## src/rtl/fes_pkg.sv

```systemverilog
package fes_pkg;

   typedef enum logic [2:0] {
      ST_IDLE,
      ST_RUN,
      ST_SPEND,
      ST_SUSP,
      ST_FAIL
   } fes_state_e;

   typedef struct packed {
      logic poll;
      logic tog;
      logic fail;
      logic tmr;
      logic blkt;
   } fes_stat_t;

   function automatic logic [7:0] pack_stat(input fes_stat_t s);
      return {s.poll, s.tog, s.fail, 1'b0, s.tmr, s.blkt, 2'b00};
   endfunction

endpackage

```

## src/rtl/fes_lsb_pick.sv

```systemverilog
// Picks the lowest set bit of a vector; gives one-hot and index forms.
module fes_lsb_pick #(
   parameter int W = 4,
   localparam int IW = (W > 1) ? $clog2(W) : 1
) (
   input  logic [W-1:0]  vec_i,
   output logic [W-1:0]  oh_o,
   output logic [IW-1:0] idx_o
);
   logic [W:0] seen;

   assign seen[0] = 1'b0;

   genvar g;
   generate
      for (g = 0; g < W; g++) begin : g_chain
         assign seen[g+1] = seen[g] | vec_i[g];
         assign oh_o[g]   = vec_i[g] & ~seen[g];
      end
   endgenerate

   always_comb begin
      idx_o = '0;
      for (int i = 0; i < W; i++) begin
         if (oh_o[i]) idx_o = IW'(i);
      end
   end
endmodule

```

## src/rtl/fes_prog_timer.sv

```systemverilog
// Models a program operation as a fixed run of PROG_CYC cycles.
module fes_prog_timer #(
   parameter int PROG_CYC = 5,
   localparam int CW = $clog2(PROG_CYC + 1)
) (
   input  logic clk,
   input  logic rst_n,
   input  logic start_i,
   input  logic bank_i,
   output logic busy_o,
   output logic bank_o
);
   logic [CW-1:0] cnt;

   generate
      if (PROG_CYC < 1) begin : g_bad_cyc
         $error("fes_prog_timer: PROG_CYC must be at least 1");
      end
   endgenerate

   always_ff @(posedge clk or negedge rst_n) begin
      if (!rst_n) begin
         busy_o <= 1'b0;
         bank_o <= 1'b0;
         cnt    <= '0;
      end else if (!busy_o) begin
         if (start_i) begin
            busy_o <= 1'b1;
            bank_o <= bank_i;
            cnt    <= '0;
         end
      end else if (cnt == CW'(PROG_CYC - 1)) begin
         busy_o <= 1'b0;
      end else begin
         cnt <= cnt + 1'b1;
      end
   end
endmodule

```

## src/rtl/fes_status_mux.sv

```systemverilog
// Builds the status byte and the read-path select for one read address.
module fes_status_mux
   import fes_pkg::*;
#(
   parameter int LOC_W = 2,
   localparam int NB = 1 << LOC_W
) (
   input  fes_state_e       state_i,
   input  logic             ebank_i,
   input  logic [NB-1:0]    eset_i,
   input  logic [NB-1:0]    failed_i,
   input  logic             prog_busy_i,
   input  logic             pbank_i,
   input  logic [LOC_W:0]   rd_blk_i,
   input  logic             tog6_i,
   input  logic             tog2_i,
   output logic             sel_o,
   output logic [7:0]       stat_o,
   output logic             flip6_o,
   output logic             flip2_o
);
   logic             rbank;
   logic [LOC_W-1:0] rloc;
   logic             same_bank;
   logic             in_set;
   logic             is_failed;
   fes_stat_t        st;

   assign rbank     = rd_blk_i[LOC_W];
   assign rloc      = rd_blk_i[LOC_W-1:0];
   assign same_bank = (rbank == ebank_i);
   assign in_set    = same_bank & eset_i[rloc];
   assign is_failed = same_bank & failed_i[rloc];

   always_comb begin
      st      = '{poll: 1'b1, tog: tog6_i, fail: 1'b0, tmr: 1'b0, blkt: tog2_i};
      sel_o   = 1'b0;
      flip6_o = 1'b0;
      flip2_o = 1'b0;
      case (state_i)
         ST_RUN, ST_SPEND: begin
            if (same_bank) begin
               sel_o   = 1'b1;
               st      = '{poll: 1'b0, tog: tog6_i, fail: 1'b0, tmr: 1'b1, blkt: tog2_i};
               flip6_o = 1'b1;
               flip2_o = in_set;
            end
         end
         ST_FAIL: begin
            if (same_bank) begin
               sel_o   = 1'b1;
               st      = '{poll: 1'b0, tog: tog6_i, fail: 1'b1, tmr: 1'b1, blkt: tog2_i};
               flip6_o = 1'b1;
               flip2_o = is_failed;
            end
         end
         ST_SUSP: begin
            if (in_set) begin
               sel_o   = 1'b1;
               st      = '{poll: 1'b0, tog: 1'b1, fail: 1'b0, tmr: 1'b1, blkt: tog2_i};
               flip2_o = 1'b1;
            end else if (prog_busy_i && (rbank == pbank_i)) begin
               sel_o   = 1'b1;
               st      = '{poll: 1'b0, tog: tog6_i, fail: 1'b0, tmr: 1'b0, blkt: 1'b0};
               flip6_o = 1'b1;
            end
         end
         default: ;
      endcase
      stat_o = pack_stat(st);
   end
endmodule

```

## src/rtl/erase_suspend_ctl.sv

```systemverilog
// Erase sequencing, suspend/resume control and status generation.
module erase_suspend_ctl
   import fes_pkg::*;
#(
   parameter int BLOCKS_PER_BANK = 4,
   parameter int ERASE_CYC       = 16,
   parameter int SUSP_LAT        = 3,
   parameter int PROG_CYC        = 5,
   localparam int LOC_W = $clog2(BLOCKS_PER_BANK),
   localparam int BLK_W = LOC_W + 1
) (
   input  logic                       clk,
   input  logic                       rst_n,
   input  logic                       start_i,
   input  logic                       start_bank_i,
   input  logic                       whole_bank_i,
   input  logic [BLOCKS_PER_BANK-1:0] blk_mask_i,
   input  logic [BLOCKS_PER_BANK-1:0] fail_inj_i,
   input  logic                       sus_i,
   input  logic                       res_i,
   input  logic                       prog_i,
   input  logic                       rst_cmd_i,
   input  logic [BLK_W-1:0]           cmd_blk_i,
   input  logic                       rd_i,
   input  logic [BLK_W-1:0]           rd_blk_i,
   output logic [7:0]                 stat_o,
   output logic                       sel_status_o,
   output logic                       busy_o,
   output logic                       suspended_o
);
   localparam int NB = BLOCKS_PER_BANK;
   localparam int EW = $clog2(ERASE_CYC);
   localparam int SW = $clog2(SUSP_LAT + 1);

   generate
      if (NB < 2 || (NB & (NB - 1)) != 0) begin : g_bad_nb
         $error("erase_suspend_ctl: BLOCKS_PER_BANK must be a power of two >= 2");
      end
      if (ERASE_CYC < 2) begin : g_bad_ec
         $error("erase_suspend_ctl: ERASE_CYC must be at least 2");
      end
      if (SUSP_LAT < 1) begin : g_bad_sl
         $error("erase_suspend_ctl: SUSP_LAT must be at least 1");
      end
   endgenerate

   fes_state_e      state;
   logic [NB-1:0]   pend, eset, fail_lat, failed;
   logic            ebank, bmode;
   logic [EW-1:0]   ecnt;
   logic [SW-1:0]   scnt;
   logic            tog6, tog2;

   logic [NB-1:0]   pick_oh;
   logic [LOC_W-1:0] pick_idx;
   logic            prog_busy, pbank;
   logic            flip6, flip2;

   logic             cmd_bank;
   logic [LOC_W-1:0] cmd_loc;
   logic             cmd_in_set;
   logic             running, step_end, done;
   logic [NB-1:0]    pend_nx, failed_nx;
   logic             start_ok, sus_ok, res_ok, prog_ok, clr_ok;

   fes_lsb_pick #(.W(NB)) u_pick (
      .vec_i (pend),
      .oh_o  (pick_oh),
      .idx_o (pick_idx)
   );

   assign cmd_bank   = cmd_blk_i[BLK_W-1];
   assign cmd_loc    = cmd_blk_i[LOC_W-1:0];
   assign cmd_in_set = (cmd_bank == ebank) & eset[cmd_loc];

   assign running   = (state == ST_RUN) || (state == ST_SPEND);
   assign step_end  = running && (ecnt == EW'(ERASE_CYC - 1));
   assign pend_nx   = step_end ? (pend & ~pick_oh) : pend;
   assign failed_nx = (step_end && fail_lat[pick_idx]) ? (failed | pick_oh) : failed;
   assign done      = step_end && (pend_nx == '0);

   assign start_ok = (state == ST_IDLE) && start_i && (whole_bank_i || (blk_mask_i != '0));
   assign sus_ok   = (state == ST_RUN) && sus_i && !bmode;
   assign res_ok   = (state == ST_SUSP) && res_i && (cmd_bank == ebank) && !prog_busy;
   assign prog_ok  = (state == ST_SUSP) && prog_i && !cmd_in_set && !prog_busy;
   assign clr_ok   = (state == ST_FAIL) && rst_cmd_i;

   fes_prog_timer #(.PROG_CYC(PROG_CYC)) u_prog (
      .clk     (clk),
      .rst_n   (rst_n),
      .start_i (prog_ok),
      .bank_i  (cmd_bank),
      .busy_o  (prog_busy),
      .bank_o  (pbank)
   );

   always_ff @(posedge clk or negedge rst_n) begin
      if (!rst_n) begin
         state    <= ST_IDLE;
         pend     <= '0;
         eset     <= '0;
         fail_lat <= '0;
         failed   <= '0;
         ebank    <= 1'b0;
         bmode    <= 1'b0;
         ecnt     <= '0;
         scnt     <= '0;
      end else begin
         if (running) begin
            pend   <= pend_nx;
            failed <= failed_nx;
            ecnt   <= step_end ? '0 : ecnt + 1'b1;
         end
         case (state)
            ST_IDLE: begin
               if (start_ok) begin
                  state    <= ST_RUN;
                  pend     <= whole_bank_i ? '1 : blk_mask_i;
                  eset     <= whole_bank_i ? '1 : blk_mask_i;
                  fail_lat <= fail_inj_i;
                  failed   <= '0;
                  ebank    <= start_bank_i;
                  bmode    <= whole_bank_i;
                  ecnt     <= '0;
               end
            end
            ST_RUN: begin
               if (done) begin
                  state <= (failed_nx != '0) ? ST_FAIL : ST_IDLE;
               end else if (sus_ok) begin
                  state <= ST_SPEND;
                  scnt  <= '0;
               end
            end
            ST_SPEND: begin
               if (done) begin
                  state <= (failed_nx != '0) ? ST_FAIL : ST_IDLE;
               end else if (scnt == SW'(SUSP_LAT - 1)) begin
                  state <= ST_SUSP;
               end else begin
                  scnt <= scnt + 1'b1;
               end
            end
            ST_SUSP: begin
               if (res_ok) state <= ST_RUN;
            end
            ST_FAIL: begin
               if (clr_ok) begin
                  state  <= ST_IDLE;
                  failed <= '0;
                  eset   <= '0;
               end
            end
            default: state <= ST_IDLE;
         endcase
      end
   end

   always_ff @(posedge clk or negedge rst_n) begin
      if (!rst_n) begin
         tog6 <= 1'b0;
         tog2 <= 1'b0;
      end else if (rd_i) begin
         if (flip6) tog6 <= ~tog6;
         if (flip2) tog2 <= ~tog2;
      end
   end

   fes_status_mux #(.LOC_W(LOC_W)) u_mux (
      .state_i     (state),
      .ebank_i     (ebank),
      .eset_i      (eset),
      .failed_i    (failed),
      .prog_busy_i (prog_busy),
      .pbank_i     (pbank),
      .rd_blk_i    (rd_blk_i),
      .tog6_i      (tog6),
      .tog2_i      (tog2),
      .sel_o       (sel_status_o),
      .stat_o      (stat_o),
      .flip6_o     (flip6),
      .flip2_o     (flip2)
   );

   assign busy_o      = running;
   assign suspended_o = (state == ST_SUSP);
endmodule

```

## config.mk

```make
export PLATFORM = sky130hd
export DESIGN_NAME = erase_suspend_ctl
export DESIGN_NICKNAME = d
export VERILOG_FILES = /design/src/rtl/fes_pkg.sv /design/src/rtl/fes_lsb_pick.sv /design/src/rtl/fes_prog_timer.sv /design/src/rtl/fes_status_mux.sv /design/src/rtl/erase_suspend_ctl.sv
export SDC_FILE = /design/constraint.sdc
export NUM_CORES = 1
export LEC_CHECK = 0
export BUFFER_PORTS_ARGS = -buffer_cell sky130_fd_sc_hd__buf_2
export CAP_MARGIN = 15
export CORE_AREA = 5 5 89 91
export DETAILED_ROUTE_END_ITERATION = 8
export DIE_AREA = 0 0 94 96
export HOLD_SLACK_MARGIN = 0.08
export PLACE_DENSITY = 0.44
export SLEW_MARGIN = 20
export SYNTH_ARGS = -nofsm -noshare
export SYNTH_HDL_FRONTEND = slang
export SYNTH_HIERARCHICAL = 1
export SYNTH_SLANG_ARGS = --single-unit
```

## constraint.sdc

```tcl
create_clock -name clk -period 2.6 [get_ports clk]
set_clock_uncertainty 0.2 [all_clocks]
set_input_delay 0 -clock clk [delete_from_list [all_inputs] [get_ports clk]]
set_output_delay 0 -clock clk [all_outputs]
set_load 0.01 [all_outputs]
```

==> flow_metrics.env, run 1 <==
export IMPL_status="finished, final reports clean"
export IMPL_grt_pass1_wl_mm=8.36
export IMPL_nets=297
export IMPL_cp_common_cell="o21ai_0"
export IMPL_final_area_sq_mm=0.00264
export IMPL_tightest_slew_ps=840
export IMPL_tns_ps=0
export IMPL_cpPeakStageDelay_ps=560
export IMPL_wl_mm=4.85
export IMPL_rows=31
export IMPL_htreeDepth=2
export IMPL_dpl_instance_area_sq_mm=0.00232
export IMPL_worstPathCellList="xnor2_2, nor3_4, o2111ai_4, o21ai_0, o21ai_0, dlygate4sd3_1"
export IMPL_ys_top_cells_by_area="dfrtp_1 (42%), nand2_1 (6.4%), mux4_2 (3.3%)"
export IMPL_cp_num_buf_inv=1
export IMPL_dieArea_sq_mm=0.00902
export IMPL_leakage_nw=1.20
export IMPL_grt_pass1_vias=1740
export IMPL_yosys_most_used_dff="dfrtp_1"
export IMPL_synth_edf_count=0
export IMPL_core_area_sq_mm=0.00706
export IMPL_overflow=0
export IMPL_worstPathArrival_ps=2400
export IMPL_cts_tree="done"
export IMPL_post_cts_setup_buffer_count=0
export IMPL_cts_sinks=34
export IMPL_crit_start="state[1]"
export IMPL_viasPerCell=4.54
export IMPL_synth_seq_area_share=0.417
export IMPL_cts_root_buf="clkbuf_8"
export IMPL_drive_gt1_frac=0.263
export IMPL_worstSetupEndpointType="flop"
export IMPL_slowest_stage="dlygate4sd3_1"
export IMPL_fmax_ghz=0.412
export IMPL_final_common_cell="nand2_1"
export IMPL_cp_data_required_time_ps=2570
export IMPL_synth_seq_cells=34
export IMPL_rsz0062_at_grt="yes"
export IMPL_cts_buffer_depth=2
export IMPL_period_needed_ps=2430
export IMPL_relSlewSlack=0.440
export IMPL_die_y_um=96
export IMPL_drc=0
export IMPL_setup_violations=0
export IMPL_grtUsageTotal=0.117
export IMPL_io_pins=35
export IMPL_finalCritPeriodShare=0.934
export IMPL_drt_iter0_markers=37
export IMPL_hpwl_mm=3.57
export IMPL_synth_cells=212
export IMPL_die_w_um=94
export IMPL_hold_path_class="in2reg"
export IMPL_synth_top_area_share=0.417
export IMPL_ys_async_sr_fraction=1.00
export IMPL_drv_cap=0
export IMPL_clock_latency_ps=290
export IMPL_yosysUniqueCellTypes=58
export IMPL_numPortBuffers=31
export IMPL_syn2layout_area_growth_pct=29.4
export IMPL_critical_path_class="reg2reg"
export IMPL_vias=1674
export IMPL_final_util=0.374
export IMPL_hold_ws_ps=99.6
export IMPL_antenna_cells=0
export IMPL_wire_per_inst_um=13.2
export IMPL_clk_pin_slew_worst_paths_ps=80
export IMPL_finalHoldViolations=0
export IMPL_synth_area_per_cell_sq_um=9.62
export IMPL_p_total_mw=2.84
export IMPL_yosysTopAreaCell="dfrtp_1"
export IMPL_cts_buffers_inserted=5
export IMPL_worstPathMaxFanout=9
export IMPL_yosys_warnings=6
export IMPL_routabilityCongestion=0.736
export IMPL_nFillCells=737
export IMPL_startpoint_type="flop"
export IMPL_holdCritStartpoint="prog_i"
export IMPL_drv_slew=0
export IMPL_grt_max_degree=35
export IMPL_firstDrtPassIters=4
export IMPL_ir_worst_vdd_uv=460
export IMPL_crit_family="buffers and inverters"
export IMPL_timing_rr_start="state[1]"
export IMPL_ant_nets=0
export IMPL_initial_utilization=0.289
export IMPL_power_density_mw_per_mm2=1080
export IMPL_final_cell_mix="nand2_1 (35), dfrtp_1 (32), buf_2 (31), dlygate4sd3_1 (19), nor2_1 (14)"
export IMPL_grt_antenna_before_repair=0
export IMPL_syn_area_sq_mm=0.00204
[path summary, 6_finish.rpt]
kind                       cells past startpoint            end  slack [ps]
min in group asynchronous                      2  u_prog/cnt[1]         150
max                                            6       state[1]         170
min reg2reg                                    1           tog2         270
min                                            4  u_prog/cnt[2]         100
max reg2reg                                    6       state[1]         170
max in group asynchronous                      2        pend[0]        1470
[timing repair]
item / 4_1_cts / 5_1_grt
gates resized for setup: 0 / 5
setup endpoints to repair: 0 / 2
hold buffers: 19 / 0
hold endpoints to repair: 54 / 0
[logic make-up (layout without fill, tap and decap cells)]
family | after synthesis | in the layout | share of synthesized area
buf+inv | 22 | 78 | 0.0534
xor+xnor | 9 | 9 | 0.0423
fa+ha+maj | 4 | 4 | 0.0245
compound gates | 40 | 40 | 0.144
mux | 7 | 7 | 0.0632
simple gates | 95 | 95 | 0.253
other cells | 1 | 3 | 0.00184
flops | 34 | 34 | 0.417
[registers in the layout (all words and copies together) (netlist names)]
signal / count
bmode: 1
tog2: 1
pend: 4
u_prog/busy_o: 1
ebank: 1
ecnt: 4
u_prog/cnt: 3
eset: 4
failed: 4
tog6: 1
fail_lat: 4
state: 3
u_prog/bank_o: 1
scnt: 2
[layer usage]
metal	wire, um	global-route usage	share of wire	vias up
met1	2430	0.159	0.50	787
met5	0	0	0	-
met2	2160	0.187	0.44	34
met4	34	0.0289	0.0070	0
met3	224	0.0297	0.046	4
li1	-	-	-	849
[where the power goes]
group          switching (mW)  internal [mW]
Clock                   0.214          0.285
Sequential              0.262          0.763
Combinational           0.657          0.662
[worst min-delay path, cell delays in order]
cell and delay [ps]:
buf_2 100, nor4b_2 160, nor2b_1 120, o221a_2 180
[through the flow]
stage | worst slack, ps | instances
after global routing | -2.61 | 369
after CTS | 94.2 | 369
after global placement | 269 | 342
final | 172 | 369
after floorplan | 406 | 214
after detailed placement | 217 | 342
[Yosys cell counts, types with 2 or more instances]
library cell and number:
and3_1 3, nand2_1 35, a22oi_1 2, xnor2_1 5, xor2_1 3, ha_1 4, dfrtp_1 34, nor4b_1 2
mux4_2 3, or2_1 2, o21ai_0 11, nand3_1 5, inv_1 13, a21oi_1 8, nor2b_1 3, and3b_1 2
nor2_1 15, nand2b_1 3, o22ai_1 5, buf_4 4, and2_1 2, nor3b_1 3, buf_2 3, or3_1 2
nor3_1 5, or4_1 2, mux2i_1 2
[layout make-up]
type                    count  area (sq um)  share of cell area
well taps                  99           124              0.0469
multi-input cells         158          1100               0.417
clock inverters             3          45.0              0.0171
repair buffers             57           398               0.151
flip-flops and latches     34           853               0.323
inverters                  13          48.8              0.0185
clock buffers               5          68.8              0.0261
Note: power is estimated with default switching activity, not from simulation.
==> inputs of run 2 (changes only) <==
--- a/config.mk
+++ b/config.mk
@@ -5,11 +5,12 @@
 export SDC_FILE = /design/constraint.sdc
 export NUM_CORES = 1
 export LEC_CHECK = 0
+export ABC_AREA = 1
 export BUFFER_PORTS_ARGS = -buffer_cell sky130_fd_sc_hd__buf_2
 export CAP_MARGIN = 15
-export CORE_AREA = 5 5 89 91
+export CORE_AREA = 10 10 96 98
 export DETAILED_ROUTE_END_ITERATION = 8
-export DIE_AREA = 0 0 94 96
+export DIE_AREA = 0 0 106 108
 export HOLD_SLACK_MARGIN = 0.08
 export PLACE_DENSITY = 0.44
 export SLEW_MARGIN = 20
==> run 2 against run 1 <==
  * Clock-buffer cell count unchanged
  * Cell area up 2.7%
  * Non-clock buffer count down 5
  * Area after synthesis up 5.3%
  * Core utilization down 1.0 points
  * Global-route usage down 1.9 points
  * Sequential share of layout area down 0.93 points
  * Via count up 16%
  * Register-to-register slack better by 120 ps
  * Flip-flop and latch count unchanged
  * Critical path type unchanged
==> flow_metrics.env, run 2 <==
export IMPL_firstDrtPassIters=4
export IMPL_drv_slew=0
export IMPL_yosysTopAreaCell="dfrtp_1"
export IMPL_drv_cap=0
export IMPL_leakage_nw=1.43
export IMPL_htreeDepth=2
export IMPL_relSlewSlack=0.474
export IMPL_multi_input_area_sq_mm=0.00106
export IMPL_ant_nets=0
export IMPL_cts_buffer_depth=2
export IMPL_wire_per_inst_um=11.6
export IMPL_cts_buffers_inserted=5
export IMPL_worstPathMaxFanout=12
export IMPL_rows=32
export IMPL_final_common_cell="nand2_1"
export IMPL_worstSetupEndpointType="flop"
export IMPL_drc=0
export IMPL_syn2layout_area_growth_pct=26.1
export IMPL_clock_latency_ps=290
export IMPL_io_pins=35
export IMPL_setup_violations=0
export IMPL_syn_area_sq_mm=0.00215
export IMPL_yosysMostFrequentCell="nand2_1"
export IMPL_wl_mm=5.28
export IMPL_fmax_ghz=0.433
export IMPL_viasPerCell=4.27
export IMPL_finalHoldViolations=0
export IMPL_cts_sinks=34
export IMPL_drive_gt1_frac=0.207
export IMPL_synth_seq_cells=34
export IMPL_worstPathArrival_ps=2350
export IMPL_status="finished, final reports clean"
export IMPL_die_y_um=108
export IMPL_final_area_sq_mm=0.00271
export IMPL_grt_antenna_before_repair=0
export IMPL_seqCellArea_sq_um=851
export IMPL_yosysUniqueCellTypes=35
export IMPL_synth_cells=297
export IMPL_core_area_sq_mm=0.00745
export IMPL_final_cell_mix="nand2_1 (90), inv_1 (43), dfrtp_1 (34), buf_2 (31), nand3_1 (23)"
export IMPL_period_needed_ps=2310
export IMPL_post_cts_setup_buffer_count=0
export IMPL_dieArea_sq_mm=0.0114
export IMPL_yosys_warnings=6
export IMPL_ys_top_cells_by_area="dfrtp_1 (40%), nand2_1 (16%), inv_1 (7.5%)"
export IMPL_die_w_um=106
export IMPL_synth_top_area_share=0.396
export IMPL_numPortBuffers=31
export IMPL_antenna_cells=0
export IMPL_initial_utilization=0.288
export IMPL_cts_root_buf="clkbuf_8"
export IMPL_cts_tree="done"
export IMPL_ys_async_sr_fraction=1.00
export IMPL_hold_ws_ps=94.9
export IMPL_grt_pass1_wl_mm=9.25
export IMPL_power_density_mw_per_mm2=1010
export IMPL_drt_iter0_markers=65
export IMPL_cp_data_required_time_ps=2640
export IMPL_yosys_most_used_dff="dfrtp_1"
export IMPL_hold_path_class="in2reg"
export IMPL_tns_ps=0
export IMPL_routabilityCongestion=0.745
export IMPL_overflow=0
export IMPL_hpwl_mm=4.08
export IMPL_finalCritPeriodShare=0.889
export IMPL_ir_worst_vdd_uv=347
export IMPL_synth_edf_count=0
export IMPL_grt_pass1_vias=2002
export IMPL_startpoint_type="flop"
export IMPL_rsz0062_at_grt="no"
export IMPL_vias=1937
export IMPL_critical_path_class="reg2reg"
export IMPL_synth_commonest_cells="nand2_1 (90), inv_1 (43), dfrtp_1 (34)"
export IMPL_clk_pin_slew_worst_paths_ps=80
export IMPL_tightest_slew_ps=788
export IMPL_synth_area_per_cell_sq_um=7.23
export IMPL_synth_seq_area_share=0.396
export IMPL_nFillCells=834
export IMPL_grt_max_degree=35
export IMPL_p_total_mw=2.75
export IMPL_final_util=0.364
export IMPL_nets=379
export IMPL_grtUsageTotal=0.0980
export IMPL_dpl_instance_area_sq_mm=0.00239
[run 2: changes by cell type in the layout (fill, tap and decap cells not counted), moves of 5 or more]
cell,before,now
inv_1,13,43
inv_2,0,9
a21oi_1,8,13
nand3_1,5,23
nand2_2,0,7
buf_4,7,1
nand2_1,35,90
[run 2: cell families (layout without fill, tap and decap cells)]
logic type               after synthesis  after routing  share of synthesized area
adder cells (fa/ha/maj)                4              4                     0.0233
buffers and inverters                 59            112                      0.115
AO/OA/AOI/OAI                         35             35                     0.0897
AND/OR/NAND/NOR                      160            160                      0.358
XOR/XNOR                               4              4                     0.0163
flip-flops                            34             34                      0.396
other                                  1              3                    0.00175
[run 2: area by class of cell]
type,count,area share
multi-input combinational,206,0.391
sequential,34,0.314
timing repair buffer,52,0.134
inverter,52,0.0721
tap,102,0.0471
clock buffer,5,0.0254
clock inverter,3,0.0166
[run 2: worst max-delay path: stages (launching register included)]
cell           delay [ps]
dfrtp_1               510
nor2_1                130
nand2_1                70
inv_1                  70
nand3_1               160
inv_1                 340
nand2_1               150
nand2_1                80
dlygate4sd3_1         530
[run 2: what timing repair did]
action | 4_1_cts | 5_1_grt
hold endpoints to repair | 60 | 0
resized for setup | 0 | 0
hold buffers | 20 | 0
[run 2: final timing paths]
path / to / slack (ps) / startpoint / cells past startpoint
max in group asynchronous: state[1] / 1580 / rst_n / 2
worst max-delay path: ebank / 290 / state[0] / 8
worst min-delay path: tog2 / 90 / rd_blk_i[1] / 9
worst max register to register: ebank / 290 / state[0] / 8
worst min register to register: tog6 / 270 / tog6 / 1
min in group asynchronous: pend[3] / 130 / rst_n / 2
[run 2: metrics by stage]
stage	setup slack [ps]	std cells
2_1_floorplan	838	299
3_3_place_gp	419	426
3_5_place_dp	340	426
4_1_cts	256	454
5_1_grt	43.9	454
6_report	290	454
[run 2: report_power, final]
group	internal, mW	total, mW	leakage [nW]	switching [mW]
registers	0.744	0.941	0.431	0.197
clock network	0.285	0.500	0.0504	0.214
logic	0.497	1.31	0.945	0.811
[run 2: metal layers]
layer  track usage  up-vias  routed length [um]
met5             0        -                   0
met3        0.0297        6                 233
li1              -     1030                   -
met4        0.0319        0                  72
met1         0.122      871                2510
met2         0.159       30                2470
==> inputs of run 3 (changes only) <==
--- a/config.mk
+++ b/config.mk
@@ -13,6 +13,7 @@
 export DIE_AREA = 0 0 106 108
 export HOLD_SLACK_MARGIN = 0.08
 export PLACE_DENSITY = 0.44
+export RECOVER_POWER = 25
 export SLEW_MARGIN = 20
 export SYNTH_ARGS = -nofsm -noshare
 export SYNTH_HDL_FRONTEND = slang
==> run 3 against run 2 <==
  * The flow now finishes with violations (capacitance limit, slew limit)
  * Worst hold slack stayed put
  * Total power hardly changed
  * Combinational power barely moved
  * Flip-flop and latch count did not move
  * Die area unchanged
  * Fmax is essentially flat
  * Via count shrank 0.15%
==> flow_metrics.env, run 3 (synthesis gave the netlist of run 2 again) <==
export IMPL_routabilityCongestion=0.745
export IMPL_r2r_setup_slack_ps=290
export IMPL_holdCritStartpoint="rd_blk_i[1]"
export IMPL_period_needed_ps=2310
export IMPL_final_area_sq_mm=0.00271
export IMPL_rsz0062_at_grt="no"
export IMPL_relSlewSlack=-0.265
export IMPL_rows=32
export IMPL_r2r_cells=8
export IMPL_initial_utilization=0.288
export IMPL_cp_data_required_time_ps=2640
export IMPL_core_area_sq_mm=0.00745
export IMPL_grt_max_degree=35
export IMPL_cts_hold_buf=20
export IMPL_wire_per_inst_um=11.6
export IMPL_tns_ps=0
export IMPL_hpwl_mm=4.08
export IMPL_place_ws_ps=340
export IMPL_clock_latency_ps=290
export IMPL_nFillCells=835
export IMPL_worstSetupEndpointType="flop"
export IMPL_dieArea_sq_mm=0.0114
export IMPL_finalCritPeriodShare=0.888
export IMPL_final_cell_mix="nand2_1 (90), inv_1 (43), dfrtp_1 (34), buf_2 (30), nand3_1 (23)"
export IMPL_die_y_um=108
export IMPL_grt_pass1_wl_mm=9.25
export IMPL_status="finished, violations left"
export IMPL_finalHoldViolations=0
export IMPL_vias=1934
export IMPL_cts_resized=0
export IMPL_die_w_um=106
export IMPL_setup_slack_ps=292
export IMPL_dpl_instance_area_sq_mm=0.00239
export IMPL_ir_worst_vdd_uv=347
export IMPL_cp_endpoint="ebank"
export IMPL_grtUsageTotal=0.0980
export IMPL_wl_mm=5.28
export IMPL_grt_pass1_vias=2002
export IMPL_leakage_nw=1.42
export IMPL_timing_rr_start="state[0]"
export IMPL_tightest_slew_ps=1900
export IMPL_critical_path_class="reg2reg"
export IMPL_fmax_ghz=0.433
export IMPL_htreeDepth=2
export IMPL_hold_ws_ps=94.9
export IMPL_ant_nets=0
export IMPL_drc=0
export IMPL_drv_slew=35
export IMPL_numPortBuffers=31
export IMPL_clk_pin_slew_worst_paths_ps=80
export IMPL_cts_buffer_depth=2
export IMPL_io_pins=35
export IMPL_drive_gt1_frac=0.205
export IMPL_worstPathMaxFanout=12
export IMPL_cts_sinks=34
export IMPL_cts_tree="done"
export IMPL_drv_cap=1
export IMPL_power_density_mw_per_mm2=1010
export IMPL_p_total_mw=2.75
export IMPL_overflow=0
export IMPL_crit_start="state[0]"
export IMPL_reg2reg_to="ebank"
export IMPL_cts_root_buf="clkbuf_8"
export IMPL_syn2layout_area_growth_pct=26.0
export IMPL_firstDrtPassIters=4
export IMPL_final_common_cell="nand2_1"
export IMPL_post_cts_setup_buffer_count=0
export IMPL_setup_violations=0
export IMPL_worstPathArrival_ps=2340
export IMPL_viasPerCell=4.26
export IMPL_nets=379
export IMPL_grt_antenna_before_repair=0
export IMPL_drt_iter0_markers=65
export IMPL_antenna_cells=0
export IMPL_violations="capacitance limit, slew limit"
export IMPL_cts_buffers_inserted=5
export IMPL_startpoint_type="flop"
export IMPL_hold_path_class="in2reg"
-- run 3: cell count changes in the layout (fill, tap and decap cells not counted) --
cell,delta
buf_2,-1
clkbuf_1,+1
-- run 3: layout make-up --
type                            instances  area [sq um]  area share
Timing Repair Buffer                   52           362       0.134
Clock buffer                            5          68.8      0.0254
Sequential cell                        34           851       0.314
Multi-Input combinational cell        206          1060       0.391
Inverter                               52           195      0.0721
Tap cell                              102           128      0.0471
Clock inverter                          3          45.0      0.0166
-- run 3: critical path, cell delays in order (launching register included) --
cell	delay, ps
dfrtp_1	510
nor2_1	130
nand2_1	70
inv_1	70
nand3_1	160
inv_1	340
nand2_1	150
nand2_1	80
dlygate4sd3_1	530
-- run 3: worst min-delay path by stage --
stage,depth (start not counted),to,slack (ps)
3_3_place_gp,1,fail_lat[3],-70
5_1_grt,6,u_prog/busy_o,150
4_1_cts,9,tog2,100
2_1_floorplan,0,bmode,-500
3_5_place_dp,1,fail_lat[3],-70
6_report,9,tog2,90
-- run 3: through the flow --
step                instances   util
detailed placement        426  0.322
floorplan                 299      -
CTS                       454  0.364
global placement          426  0.322
global route              454  0.364
finish                    454  0.364
-- run 3: power breakdown --
part | switching, mW | internal [mW] | leakage [nW]
combinational | 0.811 | 0.496 | 0.942
clock | 0.214 | 0.285 | 0.0504
sequential | 0.197 | 0.744 | 0.431
-- run 3: routing by layer --
metal  vias up  global-route usage  part of all wire
li1       1030                   -                 -
met1       868               0.122              0.47
met2        30               0.159              0.47
met3         6              0.0297             0.044
met4         0              0.0319             0.014
met5         -                   0                 0
